[src/rtl/spi_std_pkg.sv]
// Shared constants and decode helpers for the serial master engine.
// Assumes a 32-bit data word and an 8-bit divide code.
package spi_std_pkg;

    localparam int WORD_W     = 32;
    localparam int DIV_CODE_W = 8;
    localparam int HALF_W     = 11;
    localparam int NBIT_W     = 6;

    typedef enum logic [1:0] {
        LEN_BYTE  = 2'd0,
        LEN_HALF  = 2'd1,
        LEN_WORD  = 2'd2,
        LEN_WORD2 = 2'd3
    } len_code_e;

    // Half of the serial clock period, in input-clock cycles.
    function automatic logic [HALF_W-1:0] half_cycles(input logic [DIV_CODE_W-1:0] code);
        logic [HALF_W-1:0] r;
        if (code < DIV_CODE_W'(3))
            r = HALF_W'(1) << code;
        else if (code <= DIV_CODE_W'(130))
            r = HALF_W'(code - DIV_CODE_W'(2)) << 3;
        else
            r = HALF_W'(1024);
        return r;
    endfunction

    // Number of bits in a transfer for a length code.
    function automatic logic [NBIT_W-1:0] len_bits(input logic [1:0] code);
        logic [NBIT_W-1:0] n;
        case (len_code_e'(code))
            LEN_BYTE: n = NBIT_W'(8);
            LEN_HALF: n = NBIT_W'(16);
            default:  n = NBIT_W'(32);
        endcase
        return n;
    endfunction

endpackage

[src/rtl/spi_half_timer.sv]
// Half-period timer: while run is high, it pulses tick once every half input
// cycles. Assumes half >= 1. The count clears whenever run is low.
module spi_half_timer #(
    parameter int HALF_W = spi_std_pkg::HALF_W
) (
    input  logic              clk,
    input  logic              rst_n,
    input  logic              run,
    input  logic [HALF_W-1:0] half,
    output logic              tick
);
    logic [HALF_W-1:0] cnt;

    // Tick on the last cycle of each half period.
    always_comb tick = run && (cnt == half - HALF_W'(1));

    // Count the cycles within the current half period.
    always_ff @(posedge clk) begin
        if (!rst_n)
            cnt <= '0;
        else if (!run || tick)
            cnt <= '0;
        else
            cnt <= cnt + HALF_W'(1);
    end
endmodule

[src/rtl/spi_word_shifter.sv]
// Transmit and receive shift registers. load captures the word, the length
// and the order. sample shifts one incoming bit in. advance moves on to the
// next outgoing bit. rx_word is the received word, right-aligned; it is
// complete once L samples have been taken since load.
module spi_word_shifter #(
    parameter int WORD_W = spi_std_pkg::WORD_W,
    parameter int NBIT_W = spi_std_pkg::NBIT_W
) (
    input  logic              clk,
    input  logic              rst_n,
    input  logic              load,
    input  logic [WORD_W-1:0] load_word,
    input  logic [NBIT_W-1:0] load_bits,
    input  logic              load_lsb,
    input  logic              sample,
    input  logic              advance,
    input  logic              serial_in,
    output logic              serial_out,
    output logic [WORD_W-1:0] rx_word
);
    logic [WORD_W-1:0] tx_sr;
    logic [WORD_W-1:0] rx_sr;
    logic              lsb_q;
    logic [NBIT_W-1:0] pad_q;

    // Outgoing bit comes from the end of the register that matches the order.
    always_comb serial_out = lsb_q ? tx_sr[0] : tx_sr[WORD_W-1];

    // Right-align the received word. An LSB-first word fills in from the top.
    always_comb rx_word = lsb_q ? (rx_sr >> pad_q) : rx_sr;

    // Load, shift out and shift in.
    always_ff @(posedge clk) begin
        if (!rst_n) begin
            tx_sr <= '0;
            rx_sr <= '0;
            lsb_q <= 1'b0;
            pad_q <= '0;
        end else if (load) begin
            lsb_q <= load_lsb;
            pad_q <= NBIT_W'(WORD_W) - load_bits;
            rx_sr <= '0;
            tx_sr <= load_lsb ? load_word
                              : (load_word << (NBIT_W'(WORD_W) - load_bits));
        end else begin
            if (sample)
                rx_sr <= lsb_q ? {serial_in, rx_sr[WORD_W-1:1]}
                               : {rx_sr[WORD_W-2:0], serial_in};
            if (advance)
                tx_sr <= lsb_q ? {1'b0, tx_sr[WORD_W-1:1]}
                               : {tx_sr[WORD_W-2:0], 1'b0};
        end
    end
endmodule

[src/rtl/spi_sel_decode.sv]
// Decodes a slave index into active-low selects. Exactly one select is low
// while en is high, and all are high otherwise. Assumes NUM_SS >= 2.
module spi_sel_decode #(
    parameter int NUM_SS = 32,
    parameter int SS_W   = 5
) (
    input  logic              en,
    input  logic [SS_W-1:0]   sel,
    output logic [NUM_SS-1:0] ss_n
);
    // One comparator per select output.
    for (genvar i = 0; i < NUM_SS; i++) begin : g_sel
        assign ss_n[i] = ~(en && (sel == SS_W'(i)));
    end
endmodule

[src/rtl/spi_std_master.sv]
// Single-lane SPI master engine in clock mode 0. A start while idle latches
// tx_data and the configuration, selects one slave and runs L bits at the
// chosen serial clock rate. The transfer ends with a one-cycle done pulse,
// in the cycle where busy drops. Assumes start is synchronous to clk.
module spi_std_master #(
    parameter int NUM_SS = 32
) (
    input  logic                                 clk,
    input  logic                                 rst_n,
    input  logic                                 start,
    input  logic [spi_std_pkg::WORD_W-1:0]       tx_data,
    input  logic [1:0]                           cfg_len,
    input  logic [spi_std_pkg::DIV_CODE_W-1:0]   cfg_div,
    input  logic                                 cfg_lsb,
    input  logic                                 cfg_loop,
    input  logic [$clog2(NUM_SS)-1:0]            ss_sel,
    output logic                                 busy,
    output logic                                 done,
    output logic [spi_std_pkg::WORD_W-1:0]       rx_data,
    output logic                                 sclk,
    output logic                                 mosi,
    input  logic                                 miso,
    output logic [NUM_SS-1:0]                    ss_n
);
    import spi_std_pkg::*;

    localparam int SS_W = $clog2(NUM_SS);

    logic [HALF_W-1:0] half_q;
    logic [NBIT_W-1:0] nbits_q;
    logic [NBIT_W-1:0] bit_cnt;
    logic [SS_W-1:0]   sel_q;
    logic              loop_q;
    logic              tick;
    logic              last_bit;
    logic              accept;
    logic              rise_now;
    logic              fall_now;
    logic              shift_out;
    logic              shift_in;
    logic [WORD_W-1:0] rx_word;

    // Decode of the control events for this cycle.
    always_comb begin
        accept   = !busy && start;
        last_bit = (bit_cnt == nbits_q - NBIT_W'(1));
        rise_now = busy && tick && !sclk;
        fall_now = busy && tick && sclk;
        shift_in = loop_q ? mosi : miso;
    end

    // Output data line is held low while idle.
    always_comb mosi = busy && shift_out;

    // Transfer control: configuration latch, clock phase, bit count, completion.
    always_ff @(posedge clk) begin
        if (!rst_n) begin
            busy    <= 1'b0;
            done    <= 1'b0;
            sclk    <= 1'b0;
            rx_data <= '0;
            half_q  <= HALF_W'(1);
            nbits_q <= NBIT_W'(8);
            bit_cnt <= '0;
            sel_q   <= '0;
            loop_q  <= 1'b0;
        end else begin
            done <= 1'b0;
            if (accept) begin
                busy    <= 1'b1;
                sclk    <= 1'b0;
                bit_cnt <= '0;
                half_q  <= half_cycles(cfg_div);
                nbits_q <= len_bits(cfg_len);
                sel_q   <= ss_sel;
                loop_q  <= cfg_loop;
            end else if (rise_now) begin
                sclk <= 1'b1;
            end else if (fall_now) begin
                sclk <= 1'b0;
                if (last_bit) begin
                    busy    <= 1'b0;
                    done    <= 1'b1;
                    rx_data <= rx_word;
                end else begin
                    bit_cnt <= bit_cnt + NBIT_W'(1);
                end
            end
        end
    end

    spi_half_timer #(.HALF_W(HALF_W)) u_timer (
        .clk   (clk),
        .rst_n (rst_n),
        .run   (busy),
        .half  (half_q),
        .tick  (tick)
    );

    spi_word_shifter #(.WORD_W(WORD_W), .NBIT_W(NBIT_W)) u_shift (
        .clk        (clk),
        .rst_n      (rst_n),
        .load       (accept),
        .load_word  (tx_data),
        .load_bits  (len_bits(cfg_len)),
        .load_lsb   (cfg_lsb),
        .sample     (rise_now),
        .advance    (fall_now && !last_bit),
        .serial_in  (shift_in),
        .serial_out (shift_out),
        .rx_word    (rx_word)
    );

    spi_sel_decode #(.NUM_SS(NUM_SS), .SS_W(SS_W)) u_sel (
        .en   (busy),
        .sel  (sel_q),
        .ss_n (ss_n)
    );
endmodule

[config.mk]
export PLATFORM = sky130hd
export DESIGN_NAME = spi_std_master
export DESIGN_NICKNAME = d
export VERILOG_FILES = /design/src/rtl/spi_std_pkg.sv /design/src/rtl/spi_half_timer.sv /design/src/rtl/spi_word_shifter.sv /design/src/rtl/spi_sel_decode.sv /design/src/rtl/spi_std_master.sv
export SDC_FILE = /design/constraint.sdc
export NUM_CORES = 1
export LEC_CHECK = 0
export CAP_MARGIN = 5
export CORE_UTILIZATION = 50
export CTS_CLUSTER_SIZE = 8
export DETAILED_ROUTE_END_ITERATION = 10
export GPL_TIMING_DRIVEN = 1
export PLACE_DENSITY = 0.71
export SYNTH_ARGS = -nofsm -noshare
export SYNTH_HDL_FRONTEND = slang
export SYNTH_HIERARCHICAL = 1
export SYNTH_SLANG_ARGS = --single-unit
[constraint.sdc]
create_clock -name clk -period 3.5 [get_ports clk]
set_input_delay 0.7 -clock clk [delete_from_list [all_inputs] [get_ports clk]]
set_output_delay 0.7 -clock clk [all_outputs]
set_load 0.1 [all_outputs]
==> metrics.txt <==
Warnings, synthesis 6; failing checks design-rule violations; Hold Path Cell Cnt 2; CP Class register to register; Final Hold Vio Count 0; vias in the first global route around 9400; final core occ a little under 60%; Pwr Total 4.52 mW; die width 152 µm; area taken by multi-input logic gates 0.00773 mm²; Hold WS 0.453 ns; vias per inst 6.24; Site Rows 54; Buffers on Ports 120; average size of a mapped cell 8.55 µm²; gpl congestion ~0.94; area leader, netlist dfxtp_1; RSZ-0062 raised after global routing false; Cells after DPL between 1500 and 2000; Setup crit end kind register; post-CTS resize count 0; Final period util a little over 90%; most used cell, CP nor2_1; Power Density between 300 and 400 mW/mm²; share of the synthesized area in the top cell type between 20 and 30%; switching power total 1.32 mW; TritonCTS clock tree yes; Gate power share 21.2%; GR Overflow Total 0; initial antenna violation count 0; count leader, synth nand2_1; first-pass GRT wire length 51400 µm; Antenna Nets Post-Route 0; Distinct cells, synth between 80 and 90; CP max stage delay 0.44 ns; Switching Fraction roughly 29%; reg-to-reg startpoint half_q[0]$_SDFFE_PN1P_; critical path's slowest cell dfxtp_1; WP data arrival 3.57 ns; Starting Density 51.4%; Tmin final 3.20 ns; Setup Skew between 0.01 and 0.015 ns; Die ar. 0.0232 mm²; f_max 313 MHz; Synth async-reset ratio 0%; ys flop type dfxtp_1; largest net degree at the start of global routing 75; Seq pwr share 38.9%; worst hold path type register to register; Fillers 1979; CTS Buf Count 17; Final Non-Filler Cells roughly 1700; Worst-Margin Slew 1.05 ns; Slew Viols, Final 0; placed instance area 0.0124 mm²; Clk pwr share 39.8%; die height around 150 µm; synthesized cell area 0.0113 mm²; Clk Tree Root Cell clkbuf_16; Total Nets Final 1426; Post-synth top cells 200 x nand2_1, 143 x dfxtp_1, 134 x mux2i_1; Req. time, crit path 3.87 ns; leakage 4.28 nW; Yosys reg bits 143; max-cap violation count 0; WL final 31300 µm; CTS Hold Bufs 0; Internal Power 3.20 mW; Ports 121; crit-path cells inv_1 > ha_1 > xnor2_1 > nor2_1 > o2111a_1 > and4_1 > and3_2 > nand3_1 > a41oi_4 > buf_4 > nor2_1 > a211oi_1 > a21oi_1 > o31ai_1 > and2_1; Syn Inst Count roughly 1300; r2r worst-path depth 15; startpoint types register; detailed-route via count approximately 10000; diode count 0; drt drc 18; Fin Setup TNS 0 ns; CP Max Fanout 39; cell area after layout 0.0130 mm²; HP Start rx_data[17]$_SDFFE_PN0P_; Total Routing Usage GR 27.3%; Synth area leaders dfxtp_1 25%, mux2i_1 12%, mux4_2 11%; layout cell share with drive strength beyond 1 between 10% and 20%; pre-CTS setup slack around 0.38 ns; hpwl dp 22500 µm; Final Setup Violations 0; reg2reg setup slack 0.30 ns; drt first-iter violations 1139; Clock Path Buffers 2; Post CTS Setup Buffer Count 0; Placeable Area 0.0220 mm²; drt wl/cell between 15 and 20 µm; relative slew slack 30.2%; Post-synth EDFFs 0; post-route worst setup slack between 0.3 and 0.4 ns; Layout area overhead 15.0%; worst flop-to-flop path endpoint u_shift/tx_sr[8]$_SDFFE_PN0P_; Worst VDD drop 0.000323 V; clock-pin slew on the worst setup and hold paths 0.06 ns; Clock Sink Count 143; post-synthesis sequential area ratio about a quarter; Worst Hold End rx_data[17]$_SDFFE_PN0P_; register area between 0.002 and 0.003 mm²; Worst-Skew Late Latency 0.43 ns; Pre-antenna DRT Iters 10; htree depth 4; status complete, but fails checks
==> power by group through the flow <==
stage | Combinational (mW) | Clock (mW) | Sequential [mW]
floorplan | 0.741 | 0 | 1.75
global placement | 0.919 | 0 | 1.79
detailed placement | 0.927 | 0 | 1.79
CTS | 0.930 | 1.83 | 1.76
global route | 1.03 | 1.93 | 1.77
finish | 0.960 | 1.80 | 1.76
==> worst max-delay path: cells and delay by family, from the launching register on <==
kind,cells,cell delay [ns]
adders and majority gates,1,0.31
DFF,1,0.44
and+or+nand+nor,6,0.97
AOI/OAI and AO/OA,5,0.81
xor gates and xnor gates,1,0.13
buffers and inverters,2,0.45
==> kinds of logic after synthesis <==
logic type	after synthesis	synth area share, %
AOI/OAI and AO/OA	319	18.5
buffers and inverters	156	6.61
xor gates and xnor gates	36	2.98
other	1	0.0332
and+or+nand+nor	426	18.2
DFF	143	25.3
muxes	234	27.7
adders and majority gates	6	0.665
==> flip-flops by register name, summed over array words and instances (netlist names) <==
register	count
rx_data	32
u_shift/rx_sr	32
u_shift/tx_sr	32
half_q	11
u_timer/cnt	11
bit_cnt	6
u_shift/pad_q	6
sel_q	5
nbits_q	3
busy	1
done	1
loop_q	1
sclk	1
u_shift/lsb_q	1
==> cell type report <==
class,count,area share [%]
clock buffers,22,3.65
clock inverters,8,0.828
inverters,36,1.04
multi-input cells,1024,59.5
flip-flops and latches,143,22.1
well taps,280,2.70
repair buffers,145,10.2
==> per-layer routing <==
layer	vias to the layer above	routed length, µm	track usage (%)
met1	4892	14200	39.9
li1	4931	-	-
met4	0	467	7.34
met5	-	0	0
met3	48	2660	4.98
met2	475	14000	41.1
==> worst max-delay path by stage <==
stage / endpoint / slack (ns) / startpoint
5_1_grt: u_shift/tx_sr[5]$_SDFFE_PN0P_ / 0.09 / half_q[0]$_SDFFE_PN1P_
2_1_floorplan: u_shift/tx_sr[3]$_SDFFE_PN0P_ / 0.35 / half_q[0]$_SDFFE_PN1P_
3_5_place_dp: u_shift/tx_sr[31]$_SDFFE_PN0P_ / 0.38 / cfg_len[1]
4_1_cts: u_shift/tx_sr[8]$_SDFFE_PN0P_ / 0.33 / half_q[0]$_SDFFE_PN1P_
3_3_place_gp: u_shift/tx_sr[31]$_SDFFE_PN0P_ / 0.41 / cfg_len[1]
6_report: u_shift/tx_sr[8]$_SDFFE_PN0P_ / 0.30 / half_q[0]$_SDFFE_PN1P_
==> layout by cell type (no fill, tap or decap), types with 15 or more instances in the layout <==
cell and instances:
o22ai_1 16, nor2_1 83, nand3_1 28, a21oi_1 91, xnor2_1 23, mux2_2 36
mux4_2 55, dfxtp_1 140, clkbuf_16 17, buf_4 59, nand2b_1 28, mux2i_1 134
o221ai_1 15, inv_1 33, nand2_1 200, o21ai_0 68, a31oi_1 20, clkdlybuf4s50_1 84
No activity file was read; power rests on OpenSTA's default activity.
